--- src/rtl/mww_pkg.sv ---
package mww_pkg;
    typedef enum logic [1:0] {
        ST_IDLE   = 2'b00,
        ST_ARMED  = 2'b01,
        ST_PARKED = 2'b10,
        ST_WATCH  = 2'b11
    } mww_state_e;
endpackage

--- src/rtl/mww_addr_store.sv ---
module mww_addr_store #(
    parameter int ADDR_W     = 48,
    parameter int LINE_BYTES = 64
) (
    input  logic              clk,
    input  logic              rst_n,
    input  logic              arm_i,
    input  logic [ADDR_W-1:0] arm_vaddr_i,
    input  logic              take_i,
    input  logic [ADDR_W-1:0] paddr_i,
    output logic [ADDR_W-1:0] line_next_o,
    output logic [ADDR_W-1:0] vaddr_o
);
    localparam int OFS_W = $clog2(LINE_BYTES);
    localparam logic [ADDR_W-1:0] LINE_MASK = {ADDR_W{1'b1}} << OFS_W;

    logic [ADDR_W-1:0] line_q;

    // Order of updates: monitor first, then wait.
    always_comb begin
        line_next_o = line_q;
        if (arm_i)
            line_next_o = '0;
        if (take_i)
            line_next_o = paddr_i & LINE_MASK;
    end

    always_ff @(posedge clk) begin
        if (!rst_n) begin
            line_q  <= '0;
            vaddr_o <= '0;
        end else begin
            line_q <= line_next_o;
            if (arm_i)
                vaddr_o <= arm_vaddr_i;
        end
    end
endmodule

--- src/rtl/mww_line_match.sv ---
module mww_line_match #(
    parameter int ADDR_W     = 48,
    parameter int LINE_BYTES = 64
) (
    input  logic [ADDR_W-1:0] snoop_paddr_i,
    input  logic [ADDR_W-1:0] line_i,
    output logic              hit_o
);
    localparam int OFS_W = $clog2(LINE_BYTES);

    assign hit_o = (snoop_paddr_i[ADDR_W-1:OFS_W] == line_i[ADDR_W-1:OFS_W]);
endmodule

--- src/rtl/mwait_wake_unit.sv ---
module mwait_wake_unit
    import mww_pkg::*;
#(
    parameter int ADDR_W     = 48,
    parameter int LINE_BYTES = 64
) (
    input  logic              clk,
    input  logic              rst_n,
    input  logic              arm_i,
    input  logic [ADDR_W-1:0] arm_vaddr_i,
    input  logic              wait_i,
    input  logic [ADDR_W-1:0] wait_paddr_i,
    input  logic              snoop_i,
    input  logic [ADDR_W-1:0] snoop_paddr_i,
    output logic              resp_valid_o,
    output logic              resp_sleep_o,
    output logic              wake_o,
    output logic              asleep_o,
    output logic [ADDR_W-1:0] mon_vaddr_o
);
    mww_state_e state_q, state_d;
    logic              pend_q, pend_d;
    logic              armed_n, waiting_n1, take, hit_line, hit;
    logic [ADDR_W-1:0] line_next;

    // A wait is taken (sleeps) only when no wake-up is pending.
    assign take = wait_i && !pend_q;

    mww_addr_store #(.ADDR_W(ADDR_W), .LINE_BYTES(LINE_BYTES)) u_store (
        .clk         (clk),
        .rst_n       (rst_n),
        .arm_i       (arm_i),
        .arm_vaddr_i (arm_vaddr_i),
        .take_i      (take),
        .paddr_i     (wait_paddr_i),
        .line_next_o (line_next),
        .vaddr_o     (mon_vaddr_o)
    );

    mww_line_match #(.ADDR_W(ADDR_W), .LINE_BYTES(LINE_BYTES)) u_match (
        .snoop_paddr_i (snoop_paddr_i),
        .line_i        (line_next),
        .hit_o         (hit_line)
    );

    // Flags after the monitor and wait commands of this cycle;
    // the snoop is judged against them (wait before snoop).
    always_comb begin
        armed_n    = (state_q == ST_ARMED) || (state_q == ST_WATCH) || arm_i;
        waiting_n1 = (state_q == ST_PARKED) || (state_q == ST_WATCH) || take;
        hit        = snoop_i && armed_n && waiting_n1 && hit_line;
    end

    // Next-state logic.
    always_comb begin
        state_d = state_q;
        unique case ({armed_n, waiting_n1 && !hit})
            2'b00: state_d = ST_IDLE;
            2'b01: state_d = ST_PARKED;
            2'b10: state_d = ST_ARMED;
            2'b11: state_d = ST_WATCH;
            default: state_d = ST_IDLE;
        endcase
        pend_d = pend_q;
        if (wait_i && pend_q)
            pend_d = 1'b0;
        if (hit)
            pend_d = 1'b1;
    end

    // State register.
    always_ff @(posedge clk) begin
        if (!rst_n) begin
            state_q <= ST_IDLE;
            pend_q  <= 1'b0;
        end else begin
            state_q <= state_d;
            pend_q  <= pend_d;
        end
    end

    // Registered outputs.
    always_ff @(posedge clk) begin
        if (!rst_n) begin
            resp_valid_o <= 1'b0;
            resp_sleep_o <= 1'b0;
            wake_o       <= 1'b0;
        end else begin
            resp_valid_o <= wait_i;
            resp_sleep_o <= take;
            wake_o       <= hit;
        end
    end

    assign asleep_o = (state_q == ST_PARKED) || (state_q == ST_WATCH);
endmodule

--- config.mk ---
export PLATFORM = sky130hd
export DESIGN_NAME = mwait_wake_unit
export DESIGN_NICKNAME = d
export VERILOG_FILES = /design/src/rtl/mww_pkg.sv /design/src/rtl/mww_addr_store.sv /design/src/rtl/mww_line_match.sv /design/src/rtl/mwait_wake_unit.sv
export SDC_FILE = /design/constraint.sdc
export NUM_CORES = 1
export LEC_CHECK = 0
export ABC_AREA = 1
export BUFFER_PORTS_ARGS = -buffer_cell sky130_fd_sc_hd__buf_4
export CAP_MARGIN = 20
export CORE_MARGIN = 1.5
export CORE_UTILIZATION = 47
export DETAILED_ROUTE_END_ITERATION = 16
export PLACE_DENSITY = 0.81
export SKIP_CTS_REPAIR_TIMING = 1
export SKIP_LAST_GASP = 1
export SYNTH_ARGS = -nofsm -noshare
export SYNTH_HDL_FRONTEND = slang
export SYNTH_HIERARCHICAL = 1
export SYNTH_SLANG_ARGS = --single-unit
--- constraint.sdc ---
create_clock -name clk -period 2.6 [get_ports clk]
set_clock_uncertainty 0.2 [all_clocks]
set_input_delay 0.13 -clock clk [delete_from_list [all_inputs] [get_ports clk]]
set_output_delay 0.13 -clock clk [all_outputs]
set_load 0.02 [all_outputs]
# [Word-level counts from Yosys, hierarchy flattened]
# Index checks and enable logic that the tools add are counted.
[word_totals] reg_bits=96 in_bits=149 output_inout_bits=52 elab_cells=33
[op_classes] n_eq_ne=7 n_mux=5 reduce_logical=14
[ops] cell="2-to-1 mux 48 bit" n=2
[ops] cell="equality test 42 bit" n=1
[ops] cell="equality test 2 bit (second input constant)" n=4
[ops] cell="case mux 2 bit (4 select lines)" n=1
[ops] cell="logical AND 1 bit" n=6
[ops] cell="equality test 2 x 1 -> 1 bit (second input constant)" n=2
[ops] cell="logical OR 1 bit" n=4
[ops] cell="logical NOT 1 bit" n=2
[ops] cell="logical NOT 2 bit" n=1
[ops] cell="2-to-1 mux 1 bit" n=2
[ops] cell="nonzero test 2 bit" n=1

# [Longest topological paths before layout]
# Gate-level depths: netlist of the first run.
[logic_depth] word_depth=10 ltp_mapped=21

# [By module]
# Netlist of the first run, hierarchy kept.
[by_module_without_submodules] mod="mww_addr_store" instances=1 cells_per_inst=460 area_each_um2=3517.1 seq_area_each_um2=1921.8
[by_module_without_submodules] mod="mww_line_match" instances=1 cells_per_inst=103 area_each_um2=571.8 seq_area_each_um2=0.0
[by_module_without_submodules] mod="mwait_wake_unit" instances=1 cells_per_inst=27 area_each_um2=215.2 seq_area_each_um2=120.1

# [Worst setup path after synthesis of the first run]
# No wires, ideal clock.
[synth_path] path_kind="reg-to-reg" startpoint="register pend_q" endpoint="register pend_q" setup_time_ns=0.058 arrival_time_ns=1.851 required_ns=2.342 setup_slack_ns=0.491 stages_incl_launch_ff=20 synth_period_minus_slack_ns=2.109 cell_sequence="dfxtp_1 -> inv_1 -> nand2_2 -> inv_1 -> buf_2 -> nor2_8 -> clkbuf_8 -> nand2_1 -> nand2_1 -> xnor2_1 -> nand2_1 -> nor2_1 -> nand2_1 -> nor2_1 -> nand2_1 -> nor2_2 -> nand2_1 -> nor2_2 -> nand3_2 -> nand2_1"
[synth_between] elab_chain_len=6 word_cells_on_any_way=10 cone_classes="1 x eq/ne; 2 x mux; 7 x reduce/logical"
[synth_lines] element="start: declaration" line="mwait_wake_unit.sv:22" rtl="logic pend_q, pend_d;"
[synth_lines] element="start signal: assignment" line="mwait_wake_unit.sv:78" rtl="pend_q <= pend_d;"
[synth_lines] element="logical NOT 1 bit *" line="mwait_wake_unit.sv:27" rtl="assign take = wait_i && !pend_q;"
[synth_lines] element="logical AND 1 bit *" line="mwait_wake_unit.sv:27"
[synth_lines] element="via take" line="mwait_wake_unit.sv:23" rtl="logic armed_n, waiting_n1, take, hit_line, hit;"
[synth_lines] element="2-to-1 mux 48 bit *" line="mww_addr_store.sv:24" rtl="if (take_i)"
[synth_lines] element="via line_next[26]" line="mwait_wake_unit.sv:24" rtl="logic [ADDR_W-1:0] line_next;"
[synth_lines] element="equality test 42 bit *" line="mww_line_match.sv:11" rtl="assign hit_o = (snoop_paddr_i[ADDR_W-1:OFS_W] == line_i[ADDR_W-1:OFS_W]);"
[synth_lines] element="via hit_line" line="mwait_wake_unit.sv:23"
[synth_lines] element="logical AND 1 bit *" line="mwait_wake_unit.sv:51" rtl="hit = snoop_i && armed_n && waiting_n1 && hit_line;"
[synth_lines] element="2-to-1 mux 1 bit or nonzero test 2 bit (tied branches)"
# The timed path passes the listed nets; every way through them passes the cells marked *.
# A chain may end at the register's enable or synchronous reset.

# [Final worst setup path of the first run]
[layout_path] startpoint="register pend_q" endpoint="register wake_o"
[layout_between] elab_chain_len=5 word_cells_on_any_way=7 cone_classes="1 x eq/ne; 1 x mux; 5 x reduce/logical"
[layout_lines] element="logical NOT 1 bit" line="mwait_wake_unit.sv:27"
[layout_lines] element="logical AND 1 bit" line="mwait_wake_unit.sv:27"
[layout_lines] element="via take" line="mwait_wake_unit.sv:23"
[layout_lines] element="2-to-1 mux 48 bit" line="mww_addr_store.sv:24"
[layout_lines] element="via line_next[47]" line="mwait_wake_unit.sv:24"
[layout_lines] element="equality test 42 bit" line="mww_line_match.sv:11"
[layout_lines] element="via hit_line" line="mwait_wake_unit.sv:23"
[layout_lines] element="logical AND 1 bit" line="mwait_wake_unit.sv:51"
[layout_lines] element="end signal: assignment" line="mwait_wake_unit.sv:91" rtl="wake_o <= hit;"
[layout_lines] element="end: declaration" line="mwait_wake_unit.sv:17" rtl="output logic wake_o,"
# The timed path passes the listed nets, and every way through them passes these cells.

==> impl_metrics.ini, run 1 <==
[route]
routed-via-count = 4667
wl_per_cell_microns = 14.7
drc = 0
drt-initial-drc-count = 165
dr.pass1.iters = 7
final_antenna_net_count = 0
drt_wl_total_microns = 14000
vias_per_cell = 4.92

[sta]
setup_viol = 0
hold-worst-slack_ps = 65.7
fin_ws_ps = 78.6
fmax_mhz = 397
fin_crit_sh = 0.970
tightestPinTransition_ps = 802
slew_viol_final = 0
max_slew_margin = 0.465
period_needed_ps = 2520
finalHoldViolations = 0

[worst_setup_path]
timing.critical_path.buf_inv = 5
worstPathArrival_ps = 2610
endpoint_kind = register
crit_cells = 16
crit_top_cell = nand2_1
worstSetupStartpointType = register
r2r_slack_ps = 80
crit_start = pend_q$_SDFFE_PN0P_
crit_fanout = 21
crit_path_top_delay_cell = dfxtp_2
path_cells = inv_1 -> nand2_2 -> clkinvlp_4 -> buf_4 -> buf_6 -> nand2_1 -> nand2_1 -> xnor2_1 -> nand4_1 -> nor2_1 -> nand2_1 -> nor2_2 -> nand2_1 -> nor2_2 -> nand3_2 -> inv_1
rr_worst_depth = 16
crit_family = simple AND/OR/NAND/NOR gates
cp_slowest_stage_delay_ps = 330
critPathKind = register to register
timing.critical_path.to = wake_o$_SDFF_PN0_
cp_data_required_time_ps = 2690
rr_startpoint = pend_q$_SDFFE_PN0P_
r2r_end = wake_o$_SDFF_PN0_

[global_route]
antenna_found_initial = 0
grt_max_degree = 54
grt_use_total = 0.217
grt_pass1_wl_microns = 15700
gr-total-overflow = 0
grt_pass1_vias = 3721

[logic_synthesis]
synth_fp_nets = 713
synth_area_sq_mm = 0.00409
ys_warn_count = 6
synth_cells = 564
syn_area_per_cell_sq_um = 7.25

[floorplan]
initial_core_util = 0.491
die_x_microns = 96.3
fp.coreArea_sq_mm = 0.00834
dieArea_sq_mm = 0.00927
die_h_microns = 96.3
rows = 33
io_pins = 201

[power]
peakVddDrop_mv = 0.346
p_leak_nw = 3.32
power.density_mw_per_mm2 = 499

[place]
dp_slack_ps = 200
place_inst = 835
place_congestion = 0.815
port-buffer-count = 188
dp_hpwl_microns = 7850

[clocking]
clock_sinks = 96
htree_levels = 3
clock_path_buffers = 2
cts_buffers = 9
cts_root_buf = clkbuf_8
clock_latency_ps = 340
cts_tree = done
clk_pin_slew_worst_paths_ps = 100

[layout]
final_layout_size_suffix_gt1_frac = 0.268
diodes = 0
area_growth_pct = 65.4
mostFrequentLayoutCell = buf_4
fin_util = 0.812
nNetsFinal = 988
fill_cells = 510
instances_no_fill = 949
layout_common_cells = 192 x buf_4, 162 x nand2_1, 115 x nor2_1, 95 x dlygate4sd3_1, 95 x dfxtp_1

[run]
drv_cap = 0

[hold_path]
hold_class = input port to register

[outcome]
status = finished, final reports clean
## final cells by class
type	instances	area, sq um	share of cell area
clock buffers	12	155	0.0229
clock inverters	4	52.6	0.00776
inverters	22	86.3	0.0128
multi-input cells	416	1900	0.280
flip-flops and latches	96	1920	0.284
well taps	105	131	0.0194
repair buffers	294	2520	0.373
## power by group
part           internal (mW)  switching (mW)
clock                  0.500           0.494
combinational          0.416           0.369
sequential              1.56          0.0398
total                   2.47           0.902
## worst register-to-register path: stages (launching register included)
cell        delay [ps]
dfxtp_2            330
inv_1               50
nand2_2             80
clkinvlp_4         140
buf_4              170
buf_6              160
nand2_1            100
nand2_1             70
xnor2_1            280
nand4_1            190
nor2_1             120
nand2_1             70
nor2_2             120
nand2_1             80
nor2_2             130
nand3_2             90
inv_1               70
## worst min-delay path by stage
stage / startpoint / to / slack, ps / cells past startpoint
6_report: rst_n / u_store/line_q[8]$_SDFF_PN0_ / 70 / 3
5_1_grt: rst_n / u_store/line_q[9]$_SDFF_PN0_ / 70 / 3
3_3_place_gp: arm_vaddr_i[37] / u_store/vaddr_o[37]$_SDFFE_PN0P_ / 150 / 3
2_1_floorplan: rst_n / pend_q$_SDFFE_PN0P_ / 40 / 2
3_5_place_dp: arm_vaddr_i[30] / u_store/vaddr_o[30]$_SDFFE_PN0P_ / 160 / 3
4_1_cts: arm_vaddr_i[35] / u_store/vaddr_o[35]$_SDFFE_PN0P_ / -210 / 3
## routing by layer
metal,share of wire,track usage,vias up
met3,0.074,0.0695,15
met2,0.54,0.392,200
met4,0.012,0.0725,0
met5,0,0,-
met1,0.38,0.240,2139
li1,-,-,2313
## metrics by stage
stage	power, mW	cell area, sq um	TNS (ps)
final	3.37	6770	0
after global routing	3.53	6770	-221
after CTS	3.24	5740	0
after detailed placement	2.25	5530	0
after global placement	2.23	5500	0
after floorplan	1.95	4090	0
## state kept, by name, indices dropped and copies added, names as in the netlist
name             flops
state_q              2
u_store/line_q      42
wake_o               1
u_store/vaddr_o     48
resp_valid_o         1
pend_q               1
resp_sleep_o         1
No activity file was read; power rests on OpenSTA's default activity.
==> run 2, diff against run 1 <==
CORE_UTILIZATION = 48   (was 47)
CTS_BUF_LIST = sky130_fd_sc_hd__clkbuf_4 sky130_fd_sc_hd__clkbuf_8   (was not set)
PLACE_DENSITY = 0.82   (was 0.81)
==> run 2 against run 1 <==
Fmax decreased by 0.34%. Register-to-register slack about the same. Global-route usage increased by 2.2 points. Combinational power increased by 3.4%. Cell area increased by 2.7%. Via count increased by 4.3%. Highest routed layer unchanged.
==> impl_metrics.ini, run 2 (synthesis gave the netlist of run 1 again) <==
[outcome]
status = finished, final reports clean

[layout]
largestRegisters = u_store/vaddr_o: 48 flops, u_store/line_q: 42 flops, state_q: 2 flops
area_growth_pct = 69.9
nNetsFinal = 988
regMostFlops = u_store/vaddr_o
mostFrequentLayoutCell = buf_4
largest_reg_flops = 48
diodes = 0
fill_cells = 443
final_layout_size_suffix_gt1_frac = 0.307
instances_no_fill = 949
fin_util = 0.846
layout_common_cells = 192 x buf_4, 135 x nand2_1, 115 x nor2_1, 95 x dfxtp_1, 94 x dlygate4sd3_1

[sta]
hold-worst-slack_ps = 39.5
fmax_mhz = 395
fin_crit_sh = 0.973
period_needed_ps = 2530
max_slew_margin = 0.455
finalHoldViolations = 0
rsz0062_at_grt = true
slew_viol_final = 0
setup_viol = 0
tightestPinTransition_ps = 816

[clocking]
cts_root_buf = clkbuf_8
clock_latency_ps = 350
clk_pin_slew_worst_paths_ps = 100
cts_buffers = 9
clock_path_buffers = 2
clock_sinks = 96
htree_levels = 3
cts_tree = done

[global_route]
grt_max_degree = 55
grt_pass1_wl_microns = 16900
gr-total-overflow = 0
grt_use_total = 0.239
antenna_found_initial = 0
grt_pass1_vias = 3854

[floorplan]
die_h_microns = 95.3
die_x_microns = 95.3
dieArea_sq_mm = 0.00909
rows = 33
initial_core_util = 0.498
io_pins = 201
fp.coreArea_sq_mm = 0.00822

[worst_setup_path]
crit_start = pend_q$_SDFFE_PN0P_
worstPathArrival_ps = 2620
worstSetupStartpointType = register
rr_startpoint = pend_q$_SDFFE_PN0P_
cp_data_required_time_ps = 2690
crit_path_top_delay_cell = dfxtp_2
crit_top_cell = nand2_1
cp_slowest_stage_delay_ps = 340
critPathKind = register to register
path_cells = inv_2 -> nand2_4 -> clkinvlp_4 -> nor2_8 -> clkbuf_16 -> nand2_2 -> nand2_2 -> xnor2_1 -> nand2_1 -> nor2_2 -> nand2_1 -> nor2_1 -> nand2_1 -> nor2_2 -> nand2_1 -> nor2_2 -> nand3_2 -> inv_1
endpoint_kind = register
crit_fanout = 7

[power]
peakVddDrop_mv = 0.549
p_leak_nw = 3.43
power.density_mw_per_mm2 = 517

[place]
port-buffer-count = 188
dp_hpwl_microns = 8060
place_congestion = 0.836
place_inst = 833

[route]
drt-initial-drc-count = 233
wl_per_cell_microns = 15.5
routed-via-count = 4867
drt_wl_total_microns = 14700
final_antenna_net_count = 0
vias_per_cell = 5.13
drc = 0
dr.pass1.iters = 5

[hold_path]
hold_class = input port to register
min_from = rst_n

[run]
drv_cap = 0
[run 2: critical path, delay by kind of cell, from the launching register on]
family | cells | cell delay (ps)
flip-flops | 1 | 340
buffers and inverters | 4 | 500
XOR/XNOR | 1 | 130
AND/OR/NAND/NOR | 13 | 1300
[run 2: layout make-up]
class	instances	area, sq um	share of cell area
Inverter	22	86.3	0.0124
Sequential cell	96	1920	0.277
Multi-Input combinational cell	416	2030	0.292
Tap cell	105	131	0.0189
Clock buffer	11	145	0.0209
Clock inverter	5	104	0.0149
Timing Repair Buffer	294	2530	0.364
[run 2: final timing paths]
path	to	slack (ps)	cells after the start
min reg2reg	resp_sleep_o$_SDFF_PN0_	220	1
max reg2reg	wake_o$_SDFF_PN0_	70	18
min	state_q[0]$_SDFF_PN0_	40	3
max	wake_o$_SDFF_PN0_	70	18
[run 2: through the flow]
stage	total power [mW]	setup TNS, ps	setup slack [ps]	cell area (sq um)
after CTS	3.42	0	26.1	5750
final	3.59	0	70.0	6950
after global placement	2.23	0	152	5500
after floorplan	1.95	0	508	4090
after detailed placement	2.25	0	58.6	5500
after global routing	3.73	-159	-78.5	6950
[run 2: power by group]
part | leakage [nW] | internal (mW) | switching [mW] | total [mW]
clock | 0.127 | 0.677 | 0.507 | 1.18
sequential | 0.795 | 1.56 | 0.0425 | 1.60
combinational | 2.51 | 0.425 | 0.386 | 0.811
total | 3.43 | 2.66 | 0.936 | 3.59
[run 2: routing by layer]
metal  track usage  vias up  routed length (microns)  share of wire
met4        0.0883        0                      465          0.032
met5             0        -                        0              0
met2         0.433      261                     7770           0.53
met1         0.262     2244                     5200           0.35
li1              -     2309                        -              -
met3        0.0702       53                     1290          0.087
==> run 3, diff against run 2 <==
CORE_MARGIN = not set   (was 1.5)
==> run 3 against run 2 <==
The flow now finishes with violations (negative hold slack). Count of clock-buffer cells in the layout is the same. Largest power group unchanged. Critical path type unchanged. Die area shrank 2.1%. Combinational power fell by 5.8%. Fmax is 6.1% higher. Flip-flop and latch count unchanged. Sequential power about the same. Wire length decreased by 7.7%. Global-route usage down 0.10 points. Highest routed layer unchanged. Worst hold slack worse by 76 ps.
==> impl_metrics.ini, run 3 (synthesis gave the netlist of run 1 again) <==
[sta]
hold-worst-slack_ps = -36.7
fin_crit_sh = 0.917
fmax_mhz = 419
slew_viol_final = 0
fin_ws_ps = 216
rsz0062_at_grt = false
setup_viol = 0
tightestPinTransition_ps = 820
period_needed_ps = 2380
max_slew_margin = 0.453
tns_ps = 0
finalHoldViolations = 3

[layout]
multiInputGateArea_sq_mm = 0.00190
diodes = 0
design_area_sq_mm = 0.00667
largestRegisters = u_store/vaddr_o: 48 flops, u_store/line_q: 42 flops, state_q: 2 flops
area_growth_pct = 63.1
mostFrequentLayoutCell = buf_4
largest_reg_flops = 48
final_layout_size_suffix_gt1_frac = 0.262
layout_common_cells = 191 x buf_4, 162 x nand2_1, 117 x nor2_1, 96 x dfxtp_1, 92 x dlygate4sd3_1
instances_no_fill = 941
fill_cells = 482
regMostFlops = u_store/vaddr_o
regArea_sq_mm = 0.00192
fin_util = 0.812
nNetsFinal = 980

[place]
dp_slack_ps = 73.3
place_inst = 832
dp_hpwl_microns = 7710
place_congestion = 0.803
place_area_sq_mm = 0.00549
port-buffer-count = 188

[route]
wl_per_cell_microns = 14.4
drt_wl_total_microns = 13600
dr.pass1.iters = 4
vias_per_cell = 4.95
drt-initial-drc-count = 202
final_antenna_net_count = 0
routed-via-count = 4655
drc = 0

[worst_setup_path]
cp_data_required_time_ps = 2690
endpoint_kind = register
worstPathArrival_ps = 2480
crit_fanout = 28
rr_worst_depth = 17
critPathKind = register to register
r2r_slack_ps = 220
worstSetupStartpointType = register

[global_route]
grt_pass1_wl_microns = 16600
grt_pass1_vias = 3897
grt_use_total = 0.238
grt_max_degree = 55
gr-total-overflow = 0
busiest_layer = met2
antenna_found_initial = 0
grt_util_met1 = 0.259
use_met3 = 0.0752
met2_usage = 0.425

[power]
comb_power_share = 0.222
switchingPower_mw = 0.898
p_leak_nw = 3.28
pwr-share-clk = 0.316
power.density_mw_per_mm2 = 517
intPower_mw = 2.55
swShare = 0.260
total_power_mw = 3.45
peakVddDrop_mv = 0.367
pwr-share-seq = 0.462

[floorplan]
io_pins = 201
die_h_microns = 94.3
initial_core_util = 0.498
rows = 33
dieArea_sq_mm = 0.00890
die_x_microns = 94.3
fp.coreArea_sq_mm = 0.00822

[clocking]
htree_levels = 3
clock_latency_ps = 350
cts_buffers = 9
cts_tree = done
cts_root_buf = clkbuf_8
clock_sinks = 96
clock_path_buffers = 2
clk_pin_slew_worst_paths_ps = 80

[outcome]
violations = negative hold slack
status = complete, but fails checks

[run]
drv_cap = 0

[hold_path]
whs_path_depth = 5
hold_class = input port to register
[run 3: cell types whose count changed in the layout (fill, tap and decap cells not counted), sizes merged]
cell         before  now
dlygate4sd3      94   92
buf             197  193
clkbuf           14   12
bufinv            3    2
clkinv            2    3
inv              21   22
clkinvlp          1    0
[run 3: path summary, 6_finish.rpt]
check / end / from
max: pend_q$_SDFFE_PN0P_ / pend_q$_SDFFE_PN0P_
min: wake_o$_SDFF_PN0_ / wait_i
max reg2reg: pend_q$_SDFFE_PN0P_ / pend_q$_SDFFE_PN0P_
min reg2reg: resp_sleep_o$_SDFF_PN0_ / pend_q$_SDFFE_PN0P_
[run 3: cell type report]
cell class / instances / area share
repair buffers: 286 / 0.361
flip-flops and latches: 96 / 0.288
multi-input cells: 416 / 0.284
clock buffers: 11 / 0.0227
well taps: 105 / 0.0197
inverters: 22 / 0.0124
clock inverters: 5 / 0.0118
[run 3: worst max-delay path, cell delays in order, from the launching register on]
cell     delay (ps)
dfxtp_1         320
inv_1            90
nand2_2          70
inv_2           130
buf_6           250
nand2_1         110
nand2_1         100
xnor2_1         120
nand2_1          70
nor2_1          120
nand2_1          70
nor2_1          120
nand2_1          80
nor2_2           90
nand2_1          90
nor2_4          140
nand3_2          80
nand2_1          70
[run 3: metal layers]
metal	share of wire	vias to the layer above
met1	0.38	2123
met4	0.020	0
met2	0.51	212
met3	0.084	27
li1	-	2293
met5	0	-
[run 3: power groups by stage]
stage          combinational, mW  sequential (mW)  clock (mW)
2_1_floorplan              0.265             1.68           0
3_3_place_gp               0.608             1.62           0
3_5_place_dp               0.623             1.62           0
4_1_cts                    0.625             1.59        1.11
5_1_grt                    0.822             1.60        1.16
6_report                   0.764             1.59        1.09
